File: src/rtl/srom_pkg.sv
// Shared types for the serial EEPROM slave model.
// Assumes: bus levels reach the block already synchronised to clk.
package srom_pkg;

    // Bus conditions seen in one system clock sample.
    typedef struct packed {
        logic changed;   // SCL or SDA differs from the stored level
        logic scl_rise;  // SCL low before, high now
        logic start;     // SDA fell while SCL held high
        logic stop;      // SDA rose while SCL held high
        logic steady;    // SDA equal to its stored level
    } bus_ev_t;

endpackage

File: src/rtl/srom_bus_sampler.sv
// Keeps the previous SCL/SDA levels and classifies each sample.
// Assumes: scl_i/sda_i are synchronous to clk; the idle bus is high.
module srom_bus_sampler
    import srom_pkg::*;
(
    input  logic    clk,
    input  logic    rst_n,
    input  logic    scl_i,
    input  logic    sda_i,
    output logic    scl_prev,
    output logic    sda_prev,
    output bus_ev_t ev
);

    // Store the levels of the last sample; reset to an idle bus.
    always_ff @(posedge clk) begin
        if (!rst_n) begin
            scl_prev <= 1'b1;
            sda_prev <= 1'b1;
        end else begin
            scl_prev <= scl_i;
            sda_prev <= sda_i;
        end
    end

    // Decode bus conditions from the current and the stored levels.
    always_comb begin
        ev.changed  = (scl_i != scl_prev) || (sda_i != sda_prev);
        ev.scl_rise = !scl_prev && scl_i;
        ev.start    = scl_prev && scl_i && sda_prev && !sda_i;
        ev.stop     = scl_prev && scl_i && !sda_prev && sda_i;
        ev.steady   = (sda_i == sda_prev);
    end

endmodule

File: src/rtl/srom_array.sv
// Read-only byte array whose image is computed from two parameters:
// byte(a) = (a * IMG_STEP + IMG_SEED) truncated to DATA_W bits.
// Assumes: the address is stable while the data is used.
module srom_array #(
    parameter int ADDR_W   = 8,
    parameter int DATA_W   = 8,
    parameter int IMG_STEP = 37,
    parameter int IMG_SEED = 90
) (
    input  logic [ADDR_W-1:0] rd_addr,
    output logic [DATA_W-1:0] rd_data
);

    localparam int DEPTH = 1 << ADDR_W;

    logic [DATA_W-1:0] image [DEPTH];

    // One constant entry for each address, built from the parameters.
    for (genvar g = 0; g < DEPTH; g++) begin : g_img
        assign image[g] = DATA_W'(g * IMG_STEP + IMG_SEED);
    end

    // Asynchronous read of the selected entry.
    assign rd_data = image[rd_addr];

endmodule

File: src/rtl/srom_sequencer.sv
// Bit counter and shift registers of the slave: command phase,
// acknowledge, address phase, byte load and read-data output.
// Assumes: events come from srom_bus_sampler in the same cycle.
module srom_sequencer
    import srom_pkg::*;
#(
    parameter int ADDR_W = 8,
    parameter int DATA_W = 8,
    parameter int CNT_W  = 5
) (
    input  logic              clk,
    input  logic              rst_n,
    input  bus_ev_t           ev,
    input  logic              sda_i,
    input  logic [DATA_W-1:0] rd_data,
    output logic [ADDR_W-1:0] rd_addr,
    output logic [CNT_W-1:0]  bit_cnt,
    output logic              ack_pend,
    output logic              pull_low
);

    localparam int CMD_END  = 1 + DATA_W;        // count after the last command bit
    localparam int ADDR_END = CMD_END + ADDR_W;  // count after the last address bit

    logic [DATA_W-1:0] cmd_q;
    logic [ADDR_W-1:0] addr_q;
    logic [DATA_W-1:0] data_q;

    // Address including the bit of this sample; feeds the array read.
    assign rd_addr = {addr_q[ADDR_W-2:0], sda_i};

    // Advance the protocol whenever a bus level changes.
    always_ff @(posedge clk) begin
        if (!rst_n) begin
            bit_cnt  <= '0;
            cmd_q    <= '0;
            addr_q   <= '0;
            data_q   <= '0;
            ack_pend <= 1'b0;
            pull_low <= 1'b0;
        end else if (ev.changed) begin
            pull_low <= 1'b0;
            if (ev.start || ev.stop) begin
                if (ev.start) begin
                    bit_cnt <= CNT_W'(1);
                    cmd_q   <= '0;
                end
            end else if (bit_cnt == '0 && !ack_pend) begin
                // idle: wait for a START
            end else if (ev.scl_rise) begin
                if (ack_pend) begin
                    pull_low <= 1'b1;
                    ack_pend <= 1'b0;
                end else if (ev.steady) begin
                    if (bit_cnt < CNT_W'(CMD_END)) begin
                        cmd_q   <= {cmd_q[DATA_W-2:0], sda_i};
                        bit_cnt <= bit_cnt + CNT_W'(1);
                        if (bit_cnt == CNT_W'(CMD_END - 1)) begin
                            ack_pend <= 1'b1;
                        end
                    end else if (bit_cnt < CNT_W'(ADDR_END)) begin
                        if (cmd_q[0]) begin
                            pull_low <= !data_q[DATA_W-1];
                        end
                        addr_q <= rd_addr;
                        if (bit_cnt == CNT_W'(ADDR_END - 1)) begin
                            data_q   <= rd_data;
                            ack_pend <= 1'b1;
                            bit_cnt  <= '0;
                        end else begin
                            data_q  <= {data_q[DATA_W-2:0], 1'b0};
                            bit_cnt <= bit_cnt + CNT_W'(1);
                        end
                    end
                end
            end
        end
    end

endmodule

File: src/rtl/serial_rom_slave.sv
// Top of the serial EEPROM read-path slave: sampler, sequencer and
// parameter-built array, plus the wired-AND of the SDA drives.
// Assumes: scl_i/sda_i are synchronised; sda_pull_low feeds an open drain.
module serial_rom_slave
    import srom_pkg::*;
#(
    parameter int ADDR_W   = 8,
    parameter int DATA_W   = 8,
    parameter int IMG_STEP = 37,
    parameter int IMG_SEED = 90
) (
    input  logic clk,
    input  logic rst_n,
    input  logic scl_i,
    input  logic sda_i,
    output logic sda_pull_low,
    output logic sda_bus_o
);

    localparam int ADDR_END = 1 + DATA_W + ADDR_W;
    localparam int CNT_W    = $clog2(ADDR_END + 1);

    bus_ev_t           ev;
    logic              scl_prev;
    logic              sda_prev;
    logic [ADDR_W-1:0] rd_addr;
    logic [DATA_W-1:0] rd_data;
    logic [CNT_W-1:0]  bit_cnt;
    logic              ack_pend;

    srom_bus_sampler u_sampler (
        .clk      (clk),
        .rst_n    (rst_n),
        .scl_i    (scl_i),
        .sda_i    (sda_i),
        .scl_prev (scl_prev),
        .sda_prev (sda_prev),
        .ev       (ev)
    );

    srom_sequencer #(
        .ADDR_W (ADDR_W),
        .DATA_W (DATA_W),
        .CNT_W  (CNT_W)
    ) u_seq (
        .clk      (clk),
        .rst_n    (rst_n),
        .ev       (ev),
        .sda_i    (sda_i),
        .rd_data  (rd_data),
        .rd_addr  (rd_addr),
        .bit_cnt  (bit_cnt),
        .ack_pend (ack_pend),
        .pull_low (sda_pull_low)
    );

    srom_array #(
        .ADDR_W   (ADDR_W),
        .DATA_W   (DATA_W),
        .IMG_STEP (IMG_STEP),
        .IMG_SEED (IMG_SEED)
    ) u_array (
        .rd_addr (rd_addr),
        .rd_data (rd_data)
    );

    // Open-drain line: low if either side pulls low.
    assign sda_bus_o = sda_i & !sda_pull_low;

endmodule

File: config.mk
export PLATFORM = sky130hd
export DESIGN_NAME = serial_rom_slave
export DESIGN_NICKNAME = d
export VERILOG_FILES = /design/src/rtl/srom_pkg.sv /design/src/rtl/srom_bus_sampler.sv /design/src/rtl/srom_array.sv /design/src/rtl/srom_sequencer.sv /design/src/rtl/serial_rom_slave.sv
export SDC_FILE = /design/constraint.sdc
export NUM_CORES = 1
export LEC_CHECK = 0
export BUFFER_PORTS_ARGS = -buffer_cell sky130_fd_sc_hd__buf_2
export CAP_MARGIN = 0
export CORE_MARGIN = 2
export CORE_UTILIZATION = 57
export DETAILED_ROUTE_END_ITERATION = 6
export GPL_TIMING_DRIVEN = 0
export PLACE_DENSITY = 0.75
export SKIP_LAST_GASP = 1
export SLEW_MARGIN = 10
export SYNTH_ARGS = -nofsm -noshare
export SYNTH_HDL_FRONTEND = slang
export SYNTH_HIERARCHICAL = 1
export SYNTH_SLANG_ARGS = --single-unit
File: constraint.sdc
create_clock -name clk -period 2.58 [get_ports clk]
set_clock_uncertainty 0.15 [all_clocks]
set_input_delay 0.258 -clock clk [delete_from_list [all_inputs] [get_ports clk]]
set_output_delay 0.258 -clock clk [all_outputs]
set_load 0.02 [all_outputs]
### After elaboration in Yosys (flattened, before gate mapping)

Memory sizes are Yosys's and may differ from the RTL's.
Cells that the tools add are included.

| operators by class | value |
|---|---|
| $add $sub $neg | 1 |
| $lt $le $gt $ge | 3 |
| equal/unequal tests | 8 |
| multiplexer cells | 33 |
| bitwise gates (word level) | 6 |
| reduce and logical (&&, ||, !) cells | 24 |

Operator list:

| kind | number |
|---|---|
| 5-bit 2-to-1 mux | 9 |
| 8-bit 2-to-1 mux | 3 |
| 1-bit 2-to-1 mux | 21 |
| 7-bit AND reduction | 2 |
| 9-bit >= comparator, second input constant | 1 |
| 8-bit inverter with 9-bit output | 1 |
| 8-bit AND reduction | 1 |
| 1-bit logical AND | 7 |
| 1-bit logical NOT | 6 |
| 2-bit nonzero test | 3 |
| 5-bit by 1-bit adder with 5-bit output, second input constant | 1 |
| 5-bit by 4-bit == test with 1-bit output, second input constant | 1 |
| 5-bit == test, second input constant | 1 |
| 5-bit logical NOT | 1 |
| 5-bit by 4-bit < comparator with 1-bit output, second input constant | 1 |
| 5-bit < comparator, second input constant | 1 |
| 2-bit by 1-bit inequality test with 1-bit output, second input constant | 2 |
| 1-bit inverter | 4 |
| 4-bit AND reduction | 1 |
| 3-bit nonzero test | 1 |
| 1-bit logical OR | 2 |
| 1-bit inequality test | 2 |
| 2-bit inequality test, second input constant | 1 |
| 1-bit bitwise AND | 1 |
| 1-bit == test | 1 |

| storage, ports and cells | value |
|---|---|
| flip-flop bits (word level) | 25 |
| ROM bits | 2048 |
| bits of input ports | 4 |
| output and inout bits | 2 |
| logic and storage cells | 84 |
| memories kept | 1 |

Memory list:

| memory | words | bits a word | read ports | clocked after Yosys merged registers in | write ports | line | text |
|---|---|---|---|---|---|---|---|
| (name not given) | 256 | 8 | 1 | 0 | 0 | srom_array.sv:24 | `assign rd_data = image[rd_addr];` |

### Longest topological paths before layout

| depth | value |
|---|---|
| word-level depth | 9 |
| depth in mapped cells | 11 |
| depth with buffers taken out | 10 |

### Cells and area by module

Netlist, hierarchy kept.

By module, submodules not included:

| module | instances | cells each | area an instance (sq um) | seq. area each (sq um) |
|---|---|---|---|---|
| srom_sequencer | 1 | 138 | 1234.9 | 460.4 |
| srom_array | 1 | 145 | 1057.3 | 0.0 |
| srom_bus_sampler | 1 | 11 | 113.9 | 40.0 |
| serial_rom_slave | 1 | 1 | 13.8 | 0.0 |

### Least setup slack after synthesis

No wires, ideal clock.

| path | value |
|---|---|
| path type | reg-to-reg |
| from | register u_seq.addr_q[0] |
| to | register u_seq.data_q[6] |
| arrival | 2280 ps |
| required time | 2304 ps |
| setup slack | 24 ps |
| stages on the path, launching flop included | 12 |
| path buffers | 1 |
| period minus slack after synthesis | 2556 ps |
| cells stage by stage | dfxtp_1 > buf_2 > inv_1 > ha_1 > nor2_1 > a21o_1 > mux4_2 > mux2i_1 > mux2i_1 > mux2_2 > nand2_1 > mux2i_1 |

| on the way | value |
|---|---|
| word-level cells in the longest chain between the ends | 5 |

Ends and longest elaborated chain:

| what | line | text |
|---|---|---|
| start, declared | srom_sequencer.sv:26 | `logic [ADDR_W-1:0] addr_q;` |
| start signal, assigned | srom_sequencer.sv:65 | `addr_q <= rd_addr;` |
| 8-bit inverter with 9-bit output (not written as such) | srom_array.sv:24 |  |
| memory 256 x 8 bit | -- |  |
| 8-bit 2-to-1 mux (not written as such) (2 in a row) | srom_array.sv:24 |  |
| net rd_data[6] | serial_rom_slave.sv:27 | `logic [DATA_W-1:0] rd_data;` |
| 8-bit 2-to-1 mux | srom_sequencer.sv:66 | `if (bit_cnt == CNT_W'(ADDR_END - 1)) begin` |
| end signal, assigned | srom_sequencer.sv:67 | `data_q <= rd_data;` |
| end signal, assigned | srom_sequencer.sv:71 | `data_q <= {data_q[DATA_W-2:0], 1'b0};` |
| end, declared | srom_sequencer.sv:27 | `logic [DATA_W-1:0] data_q;` |

The timed path passes the listed nets, and every way through them passes these cells. The select of a mux whose other input is x is not followed.
A chain may end at the register's enable or synchronous reset.

### Worst setup path after layout

Same ends and word-level chain as after synthesis.

==> results.cfg <==
[run_status]
status = finished, violations left
violations = negative setup slack

[synthesis]
synth.most_common_cell = nand2_1
synth-seq-cells = 25
synth_top_area_share_pct = 20.68
synth_top_area_cell = dfxtp_1
avgSynthCellArea_um2 = 8.203
synth-edff-count = 0
synthFlopType = dfxtp_1
synth_cells = 295
ys_seq_area_share_pct = 20.68
synth.area.top_cells = dfxtp_1, mux2i_1, ha_1
async_flop_share_pct = 0
synth_nets = 313
synth_common_cells = nand2_1, dfxtp_1, mux2i_1, nor2_1, ha_1
ys_warn_count = 6
yosys.cell_types.count = 60
syn_area_um2 = 2420

[floorplan]
num_rows = 23
die_h_um = 69.16
start_util_pct = 60.06
die_w_um = 69.16
core_um2 = 4029
ioPinCount = 6
die-area_um2 = 4782

[clock_network]
h-tree-depth = 1
clockBufferDepth = 2
cts.hold.buffers_added = 0
numCtsBuffers = 3
worstSkewPairLatency_ns = 0.27
cts_root_buffer = clkbuf_8
tritoncts = done
cts.clk_slew.worst_paths_ns = 0.09
clkSinkCount = 25

[critical_path]
critPathMaxFanout = 4
endpoint_kind = register
critPathMaxStageDelay_ns = 0.49
cp.required_ns = 2.59
critPathLaunchType = register
cp_cell_sequence = buf_8 > clkinvlp_4 > ha_4 > nand2_4 > o21a_1 > mux4_2 > mux2i_2 > mux2i_4 > mux2_4 > nand2_2 > mux2i_1
cp.arrival_ns = 2.61
slowest_stage = mux4_2
path_class = register to register

[sta]
relSlewSlack_pct = 52.12
setup_tns_ns = -0.02062
fin_ws_ns = -0.02062
worstMarginPinSlew_ns = 0.7107
finalSetupViolCount = 1
hold_viol = 0
fin_crit_ns = 2.601
fmax_mhz = 384.5
final-max-slew-violation-count = 0
post-route-period-util_pct = 100.8
rsz0062_at_grt = yes

[global_route]
track_usage_pct = 24.61
gr-total-overflow = 0
grt_max_degree = 16
grt_pass1_wl_um = 9873
grt_pass1_vias = 1980
antenna_found_initial = 0

[drt]
routedWlPerCell_um = 16.77
vias_per_cell = 6.313
drc = 0
ant_nets = 0
wl_um = 6156
num_vias = 2317
drt_iter0_markers = 219
drt_first_pass_iters = 5

[finish]
nets = 336
drive_above_1_share_pct = 25.87
n_antenna_cell = 0
area_growth_pct = 15.05

[placed_design]
gp_congestion = 0.9265
io_buffers = 5
place_ws_ns = -0.4621
dp_hpwl_um = 4118

[power_and_ir_drop]
p_leak_nw = 1.170
ir_drop_v = 0.0003781
p_per_area_nw_per_um2 = 265.0

[hold_path]
hp-class = input pin to register

[run]
maxCapViolCount = 0
-- flip-flops by register name, indices dropped and copies added (netlist names) --
signal and cells:
u_seq/cmd_q 1, u_seq/bit_cnt 5, u_seq/ack_pend 1, u_sampler/sda_prev 1, u_seq/addr_q 7, u_seq/data_q 8, u_sampler/scl_prev 1, u_seq/pull_low 1
-- worst paths after layout --
kind | startpoint | end | slack [ns] | depth (start not counted)
hold / removal | rst_n | u_sampler/scl_prev | 0.02 | 2
setup / recovery | u_seq/addr_q[0] | u_seq/data_q[6] | -0.02 | 11
setup reg to reg | u_seq/addr_q[0] | u_seq/data_q[6] | -0.02 | 11
hold reg to reg | u_seq/data_q[3] | u_seq/data_q[3] | 0.32 | 2
-- per-layer routing --
metal / share of wire [%] / wire length [um] / vias to the layer above / GRT usage, %
met3: 8.9 / 550 / 14 / 3.070
met1: 46 / 2835 / 1061 / 38.56
li1: - / - / 1116 / -
met2: 44 / 2708 / 126 / 36.43
met5: 0 / 0 / - / 0
met4: 0.99 / 61 / 0 / 3.704
-- timing repair --
item	in CTS	in global routing
pin swaps	2	4
endpoints found under the setup margin	3	12
buffers inserted	5	8
gates resized for setup	14	19
-- area by class of cell --
cell class | instances | area (um2)
buffer | 27 | 170.2
clock buffer | 3 | 41.29
clock inverter | 1 | 7.507
fill | 325 | 1245
inverter | 10 | 41.29
multi-input combinational | 233 | 1829
sequential | 25 | 505.5
tap | 50 | 62.56
timing repair buffer | 18 | 126.4
-- cell usage in the layout, fill, tap and decap left out, types with 3 or more instances in the layout --
cell type	instances
clkbuf_1	8
nand4_1	3
mux2i_1	21
o211a_1	3
inv_1	8
xor2_1	3
nand3_1	7
a21boi_0	4
mux2_2	7
ha_1	10
dfxtp_1	23
buf_4	14
buf_2	11
clkbuf_8	3
buf_6	5
nand2b_1	9
clkbuf_4	3
nand2_1	36
mux4_2	5
o21ai_0	12
nor2b_1	9
a211oi_1	5
a21oi_1	7
o311ai_0	4
nor2_1	16
nor3_1	10
mux2_4	4
-- worst max-delay path: cells and delay by family (launching register included) --
family,cells,cell delay (ns)
compound gates,1,0.13
fa+ha+maj,1,0.34
buf+inv,2,0.22
flops,1,0.36
mux,5,1.15
simple gates,2,0.13
-- report_power, final --
group / leakage, nW / internal, mW / switching (mW) / total [mW]
logic: 0.945 / 0.0469 / 0.0633 / 0.110
clock network: 0.0217 / 0.109 / 0.128 / 0.237
registers: 0.203 / 0.387 / 0.00316 / 0.390
-- kinds of logic (layout without fill, tap and decap cells) --
group | after synthesis | after routing | share of synthesized area, %
xor gates and xnor gates | 4 | 4 | 1.448
and+or+nand+nor | 117 | 117 | 25.80
adders and majority gates | 14 | 14 | 7.239
DFF | 25 | 25 | 20.68
muxes | 40 | 40 | 19.86
AOI/OAI and AO/OA | 58 | 58 | 17.17
buffers and inverters | 37 | 59 | 7.807
-- metrics by stage --
step	hold WS [ns]	instance area, um2	power (mW)	instances	util [%]
2_1_floorplan	0.1810	2420	0.4665	295	-
3_3_place_gp	0.2938	2507	0.4893	350	62.24
3_5_place_dp	0.3069	2507	0.4900	350	62.24
4_1_cts	0.01644	2653	0.7242	359	65.84
5_1_grt	0.01446	2784	0.7716	367	69.10
6_report	0.02095	2784	0.7377	367	69.10
(Power assumes the default switching activity.)
